## src/rtl/uart_intid_pkg.sv

```systemverilog
package uart_intid_pkg;

    localparam int NIB_W    = 4;
    localparam int MIRROR_W = 2;

    typedef enum logic [0:0] {
        ST_LIVE = 1'b0,
        ST_HOLD = 1'b1
    } hold_st_e;

    localparam logic [NIB_W-1:0] NIB_NONE  = 4'b0001;
    localparam logic [NIB_W-1:0] NIB_LINE  = 4'b0110;
    localparam logic [NIB_W-1:0] NIB_RXD   = 4'b0100;
    localparam logic [NIB_W-1:0] NIB_TMO   = 4'b1100;
    localparam logic [NIB_W-1:0] NIB_THR   = 4'b0010;
    localparam logic [NIB_W-1:0] NIB_MODEM = 4'b0000;

endpackage

```

## src/rtl/uart_intid_pick.sv

```systemverilog
module uart_intid_pick
    import uart_intid_pkg::*;
#(
    parameter int IID_W = 8
) (
    input  logic             line_err_i,
    input  logic             rx_avail_i,
    input  logic             rx_tmo_i,
    input  logic             tx_empty_i,
    input  logic             modem_chg_i,
    input  logic             en_line_i,
    input  logic             en_rx_i,
    input  logic             en_tx_i,
    input  logic             en_modem_i,
    input  logic             fifo_on_i,
    output logic [IID_W-1:0] code_o,
    output logic             any_o
);

    localparam int PAD_W = IID_W - NIB_W - MIRROR_W;

    logic act_line, act_rx, act_tmo, act_tx, act_modem;
    logic [NIB_W-1:0] nib;

    always_comb begin
        act_line  = line_err_i  & en_line_i;
        act_rx    = rx_avail_i  & en_rx_i;
        act_tmo   = rx_tmo_i    & en_rx_i & fifo_on_i;
        act_tx    = tx_empty_i  & en_tx_i;
        act_modem = modem_chg_i & en_modem_i;

        if (act_line)       nib = NIB_LINE;
        else if (act_rx)    nib = NIB_RXD;
        else if (act_tmo)   nib = NIB_TMO;
        else if (act_tx)    nib = NIB_THR;
        else if (act_modem) nib = NIB_MODEM;
        else                nib = NIB_NONE;

        code_o = {{MIRROR_W{fifo_on_i}}, {PAD_W{1'b0}}, nib};
        any_o  = act_line | act_rx | act_tmo | act_tx | act_modem;
    end

endmodule

```

## src/rtl/uart_intid_hold.sv

```systemverilog
module uart_intid_hold
    import uart_intid_pkg::*;
#(
    parameter int IID_W = 8
) (
    input  logic             clk,
    input  logic             rst_n,
    input  logic             rd_i,
    input  logic [IID_W-1:0] live_i,
    output logic [IID_W-1:0] code_o
);

    hold_st_e         st_q, st_d;
    logic [IID_W-1:0] frz_q;

    // next-state logic
    always_comb begin
        st_d = st_q;
        unique case (st_q)
            ST_LIVE: if (rd_i)  st_d = ST_HOLD;  // T_CAPTURE
            ST_HOLD: if (!rd_i) st_d = ST_LIVE;  // T_RELEASE
            default: st_d = ST_LIVE;
        endcase
    end

    // state register
    always_ff @(posedge clk or negedge rst_n) begin
        if (!rst_n) st_q <= ST_LIVE;
        else        st_q <= st_d;
    end

    // capture register, loaded on the first strobe cycle
    always_ff @(posedge clk or negedge rst_n) begin
        if (!rst_n)                    frz_q <= '0;
        else if (st_q == ST_LIVE && rd_i) frz_q <= live_i;
    end

    // outputs
    always_comb begin
        unique case (st_q)
            ST_LIVE: code_o = live_i;
            ST_HOLD: code_o = frz_q;
            default: code_o = live_i;
        endcase
    end

endmodule

```

## src/rtl/uart_intid.sv

```systemverilog
module uart_intid
    import uart_intid_pkg::*;
#(
    parameter int IID_W = 8
) (
    input  logic             clk,
    input  logic             rst_n,
    input  logic             line_err_i,
    input  logic             rx_avail_i,
    input  logic             rx_tmo_i,
    input  logic             tx_empty_i,
    input  logic             modem_chg_i,
    input  logic             en_line_i,
    input  logic             en_rx_i,
    input  logic             en_tx_i,
    input  logic             en_modem_i,
    input  logic             fifo_on_i,
    input  logic             id_rd_i,
    output logic [IID_W-1:0] id_o,
    output logic             irq_o
);

    logic [IID_W-1:0] live_code;

    uart_intid_pick #(.IID_W(IID_W)) u_pick (
        .line_err_i  (line_err_i),
        .rx_avail_i  (rx_avail_i),
        .rx_tmo_i    (rx_tmo_i),
        .tx_empty_i  (tx_empty_i),
        .modem_chg_i (modem_chg_i),
        .en_line_i   (en_line_i),
        .en_rx_i     (en_rx_i),
        .en_tx_i     (en_tx_i),
        .en_modem_i  (en_modem_i),
        .fifo_on_i   (fifo_on_i),
        .code_o      (live_code),
        .any_o       (irq_o)
    );

    uart_intid_hold #(.IID_W(IID_W)) u_hold (
        .clk    (clk),
        .rst_n  (rst_n),
        .rd_i   (id_rd_i),
        .live_i (live_code),
        .code_o (id_o)
    );

endmodule

```

## config.mk

```make
export PLATFORM = sky130hd
export DESIGN_NAME = uart_intid
export DESIGN_NICKNAME = d
export VERILOG_FILES = /design/src/rtl/uart_intid_pkg.sv /design/src/rtl/uart_intid_pick.sv /design/src/rtl/uart_intid_hold.sv /design/src/rtl/uart_intid.sv
export SDC_FILE = /design/constraint.sdc
export NUM_CORES = 1
export LEC_CHECK = 0
export BUFFER_PORTS_ARGS = -buffer_cell sky130_fd_sc_hd__buf_4
export CORE_AREA = 2 2 39 41
export DETAILED_ROUTE_END_ITERATION = 16
export DIE_AREA = 0 0 41 43
export PLACE_DENSITY_LB_ADDON = 0.05
export RECOVER_POWER = 100
export SLEW_MARGIN = 20
export SYNTH_ARGS = -nofsm -noshare
export SYNTH_HDL_FRONTEND = slang
export SYNTH_SLANG_ARGS = --single-unit
```

## constraint.sdc

```tcl
create_clock -name clk -period 1.1 [get_ports clk]
set_input_delay 0.055 -clock clk [delete_from_list [all_inputs] [get_ports clk]]
set_output_delay 0.055 -clock clk [all_outputs]
set_load 0.01 [all_outputs]
```

======== After elaboration in Yosys (flattened, before gate mapping) ========
Index checks and enable logic that the tools add are counted.
word-level totals
  output and inout bits ................... 9
  register bits after elaboration ......... 6
  logic and storage cells ................. 21
  bits of input ports ..................... 13
cells by class
  reduce and logical (&&, ||, !) cells .... 1
  mux-type cells .......................... 7
  bitwise logic cells ..................... 11
operators by type and width
  kind                                count
  two-way mux 4 bit                   4
  one-hot mux 8 bit (2 select lines)  1
  bitwise AND 1 bit                   6
  OR 1 bit                            4
  two-way mux 1 bit                   2
  logical AND 1 bit                   1
  inverter 1 bit                      1

======== Depth between registers and ports, before layout ========
  depth in word-level cells ............... 7
  gate-level depth with buffers ........... 4
  depth with buffers taken out ............ 3

======== Hierarchy ========
From an unflattened synthesis, not the netlist that was laid out.
unflattened totals
  cells, all modules ...................... 45
  area, all modules ....................... 581.8 µm²
modules (own cells, without submodules)
  module           area each (µm²)  cells an instance  instances  seq. area each (µm²)
  uart_intid_hold  471.7            28                 1          225.2
  uart_intid_pick  110.1            17                 1          0.0

======== Worst setup path before layout ========
No wires, ideal clock.
  kind .................................... register to output
  start ................................... register u_hold.st_q
  end ..................................... output id_o[7]
  path buffers ............................ 2
  data arrival time ....................... 1006 ps
  stages on the path, launching flop included .. 4
  data required time ...................... 1045 ps
  path slack .............................. 39 ps
  path through ............................ dfrtp_1 -> buf_6 -> mux2_1 -> buf_4
between the ends
  cells in the longest elaborated chain, start to end .. 2
ends and longest elaborated chain
  what                                    RTL line               source
  from (decl)                             uart_intid_hold.sv:13  hold_st_e st_q, st_d;
  from (signal assigned)                  uart_intid_hold.sv:29  else st_q <= st_d;
  inverter 1 bit                          --
  one-hot mux 8 bit (2 select lines) (*)  uart_intid_hold.sv:40  unique case (st_q)
  to (decl)                               uart_intid.sv:19       output logic [IID_W-1:0] id_o,
Mark *: on every way between the ends. The rest lies on a longest branch, timed or not. The select of a mux whose other input is x is not followed.

======== Worst setup path in the final report ========
Ends and elaborated chain as after synthesis.

==> out/metrics.cfg <==
[floorplanning]
num_io_pins=22
floorplan.die_area_um2=1760
fp.dieH_um=43
placement_rows=14
die_width_um=41
initial_core_util=0.279
floorplan.core_area_um2=1380

[clock_network]
number_of_buffers_between_clock_root_and_the_deepest_sink=2
clk_transition_reported_paths_ps=50
cts_htree_levels=1
clk_root_buffer_cell=sky130_fd_sc_hd__clkbuf_4
clock_latency_on_the_worst_skew_pair_ps=240
cts_tree=done
clock_sink_count=6
cts_inserted_buffers=3

[global_routing]
global_route_congestion_overflow_total=0
gr-usage-all-layers=0.132
maximum_number_of_pins_on_one_net_before_global_route_repair=7
first_pass_grt_wire_length_mm=1.45
first_global_vias=355
grt_antenna_before_repair=0

[synthesis]
combinational_family_with_the_most_area_after_synthesis=simple AND/OR/NAND/NOR gates
yosysSeqAreaShare=0.388
synth_register_bits=6
post_synth_num_cell_types=19
yosys.area_share.xor_xnor=0
postSynthCellCount=41
synth_top_cell_area_share=0.388
area_share_of_and_or_nand_nor_cells_after_synthesis=0.291
synth-compound-area-share=0.126
synth.avg_cell_area_um2=9.43
synth.area.top_cells=sky130_fd_sc_hd__dfrtp_1 (39%), sky130_fd_sc_hd__nand2_1 (8.7%), sky130_fd_sc_hd__buf_4 (5.8%)
portion_of_netlist_area_occupied_by_mux_cells=0.0971
synth.largest_area_cell=sky130_fd_sc_hd__dfrtp_1
synth_fa_ha_area_frac=0
yosysWarningCount=0
post_synth_instance_area_um2=387

[setup_path]
timing.critical_path.arrival_ps=1140
worst-r2r-cell-count=3
timing.setup.critical_path_class=register to output pin
timing.critical_path.fanout_max=6
worstSetupEndpointType=output pin
worst_path_max_delay_cell=sky130_fd_sc_hd__dfrtp_2
slowest_delay_ps=450
startpoint_type=register
cp_cell_sequence=mux2_4 -> buf_6
critPathRequiredTime_ps=1040

[sta]
setup_total_negative_slack_ps=-543
final.setup_skew_ps=1.50
setup_ws_ps=-98.4
hold_violations=0
finalSetupViolations=8
max_freq_ghz=0.834
drv_slew=0
period_share=1.09
grt_setup_unrepaired=yes
layout_min_cycle_time_ps=1200

[pwr]
p_leak_nw=0.284
vdd_ir_drop_max_mv=0.358
pwr_density_cell_nw_per_um2=1160

[drt]
vias=359
post-route-drc-count=0
route.detailed.wl_per_inst_um=10.6
first_iter_violations=4
drtPass1Iterations=2
postRouteAntennaNets=0
routed_via_density=4.43
drt_wl_total_um=861

[hold_path]
worst_hold_path_type=primary input to register
hold_path_depth=3

[run_status]
violations=setup timing
outcome=finished with violations

[placed_design]
place.port_buffers=19
finalWeightedCongestion=0.611
detailedPlacementHpwl_um=693

[finish]
antenna-diode-count=0
drive_above_1_share=0.462
multiInputGateArea_um2=203
fin_nets=80
syn2layout_area_growth_pct=51.5
layout.core_utilization=0.423
nFillCells=144
final-seq-area_um2=151

[job]
max_cap_violations=0

state kept, by name (all words and copies together) (netlist names):
signal / count
u_hold.frz_q: 5
u_hold.st_q: 1
report_power, final:
part	switching [mW]	total, mW	leakage, nW	internal (mW)
clock	0.0805	0.204	0.0138	0.123
sequential	0.0171	0.264	0.0728	0.247
combinational	0.0835	0.209	0.198	0.125
total	0.181	0.676	0.284	0.495
logic make-up after synthesis:
kind of cell           after synthesis
AO/OA/AOI/OAI                        8
buffers and inverters                4
flip-flops                           6
multiplexers                         3
other                                1
AND/OR/NAND/NOR                     19
path summary, 6_finish.rpt:
kind                                         to  slack [ps]             from
worst max-delay path                    id_o[7]        -100      u_hold.st_q
worst min-delay path            u_hold.frz_q[6]          30        fifo_on_i
worst max register to register  u_hold.frz_q[2]         -60      u_hold.st_q
worst min register to register  u_hold.frz_q[0]         480  u_hold.frz_q[0]
max in group asynchronous           u_hold.st_q         610            rst_n
min in group asynchronous       u_hold.frz_q[3]         220            rst_n
layout by cell type, fill, tap and decap left out:
cell,count
sky130_fd_sc_hd__dfrtp_1,5
sky130_fd_sc_hd__conb_1,2
sky130_fd_sc_hd__buf_4,17
sky130_fd_sc_hd__nor2_1,1
sky130_fd_sc_hd__nand2_1,9
sky130_fd_sc_hd__clkbuf_1,2
sky130_fd_sc_hd__mux2_4,3
sky130_fd_sc_hd__clkbuf_4,3
sky130_fd_sc_hd__dfrtp_2,1
sky130_fd_sc_hd__nor2b_1,2
sky130_fd_sc_hd__nor2b_2,1
sky130_fd_sc_hd__buf_6,3
sky130_fd_sc_hd__dlygate4sd3_1,2
sky130_fd_sc_hd__a22oi_2,1
sky130_fd_sc_hd__nand4_1,3
sky130_fd_sc_hd__a31oi_1,1
sky130_fd_sc_hd__nand3_1,2
sky130_fd_sc_hd__nand2b_4,1
sky130_fd_sc_hd__o21ai_1,4
sky130_fd_sc_hd__a21oi_1,2
cells in the mapped netlist, drive strengths merged:
cell / n
nand2: 9
dfrtp: 6
buf: 4
o21ai: 4
mux2: 3
nand4: 3
nor2b: 3
a21oi: 2
nand3: 2
a22oi: 1
a31oi: 1
conb: 1
nand2b: 1
nor2: 1
layer usage:
| metal | up-vias | track usage | part of all wire |
|---|---|---|---|
| li1 | 186 | - | - |
| met1 | 156 | 0.165 | 0.47 |
| met2 | 15 | 0.166 | 0.43 |
| met3 | 2 | 0.0785 | 0.084 |
| met4 | 0 | 0.0800 | 0.021 |
| met5 | - | 0 | 0 |
final cells by class:
cell class	count	share of cell area
clock buffers	3	0.0385
repair buffers	24	0.323
flip-flops and latches	6	0.259
multi-input cells	32	0.346
well taps	16	0.0342
what timing repair did:
item                       CTS  global route
hold endpoints to repair     7             0
buffers inserted             1             0
setup endpoints to repair    6             8
resized for setup            6             0
hold buffers                 2             0
worst max-delay path, delay by kind of cell (launching register included):
family                 cells  cell delay [ps]
flip-flops                 1              450
buffers and inverters      1              120
multiplexers               1              330
through the flow:
step           hold WS (ps)  power [mW]  instance area, um^2  cells  worst slack [ps]
6_report               33.6       0.676                  586     81             -98.4
5_1_grt                40.0       0.725                  586     81              -139
4_1_cts                34.0       0.692                  604     81              -109
3_5_place_dp           -131       0.457                  534     75              25.5
3_3_place_gp           -132       0.458                  534     75              33.3
2_1_floorplan          -241       0.368                  390     42              39.4
No activity file was read; power rests on OpenSTA's default activity.
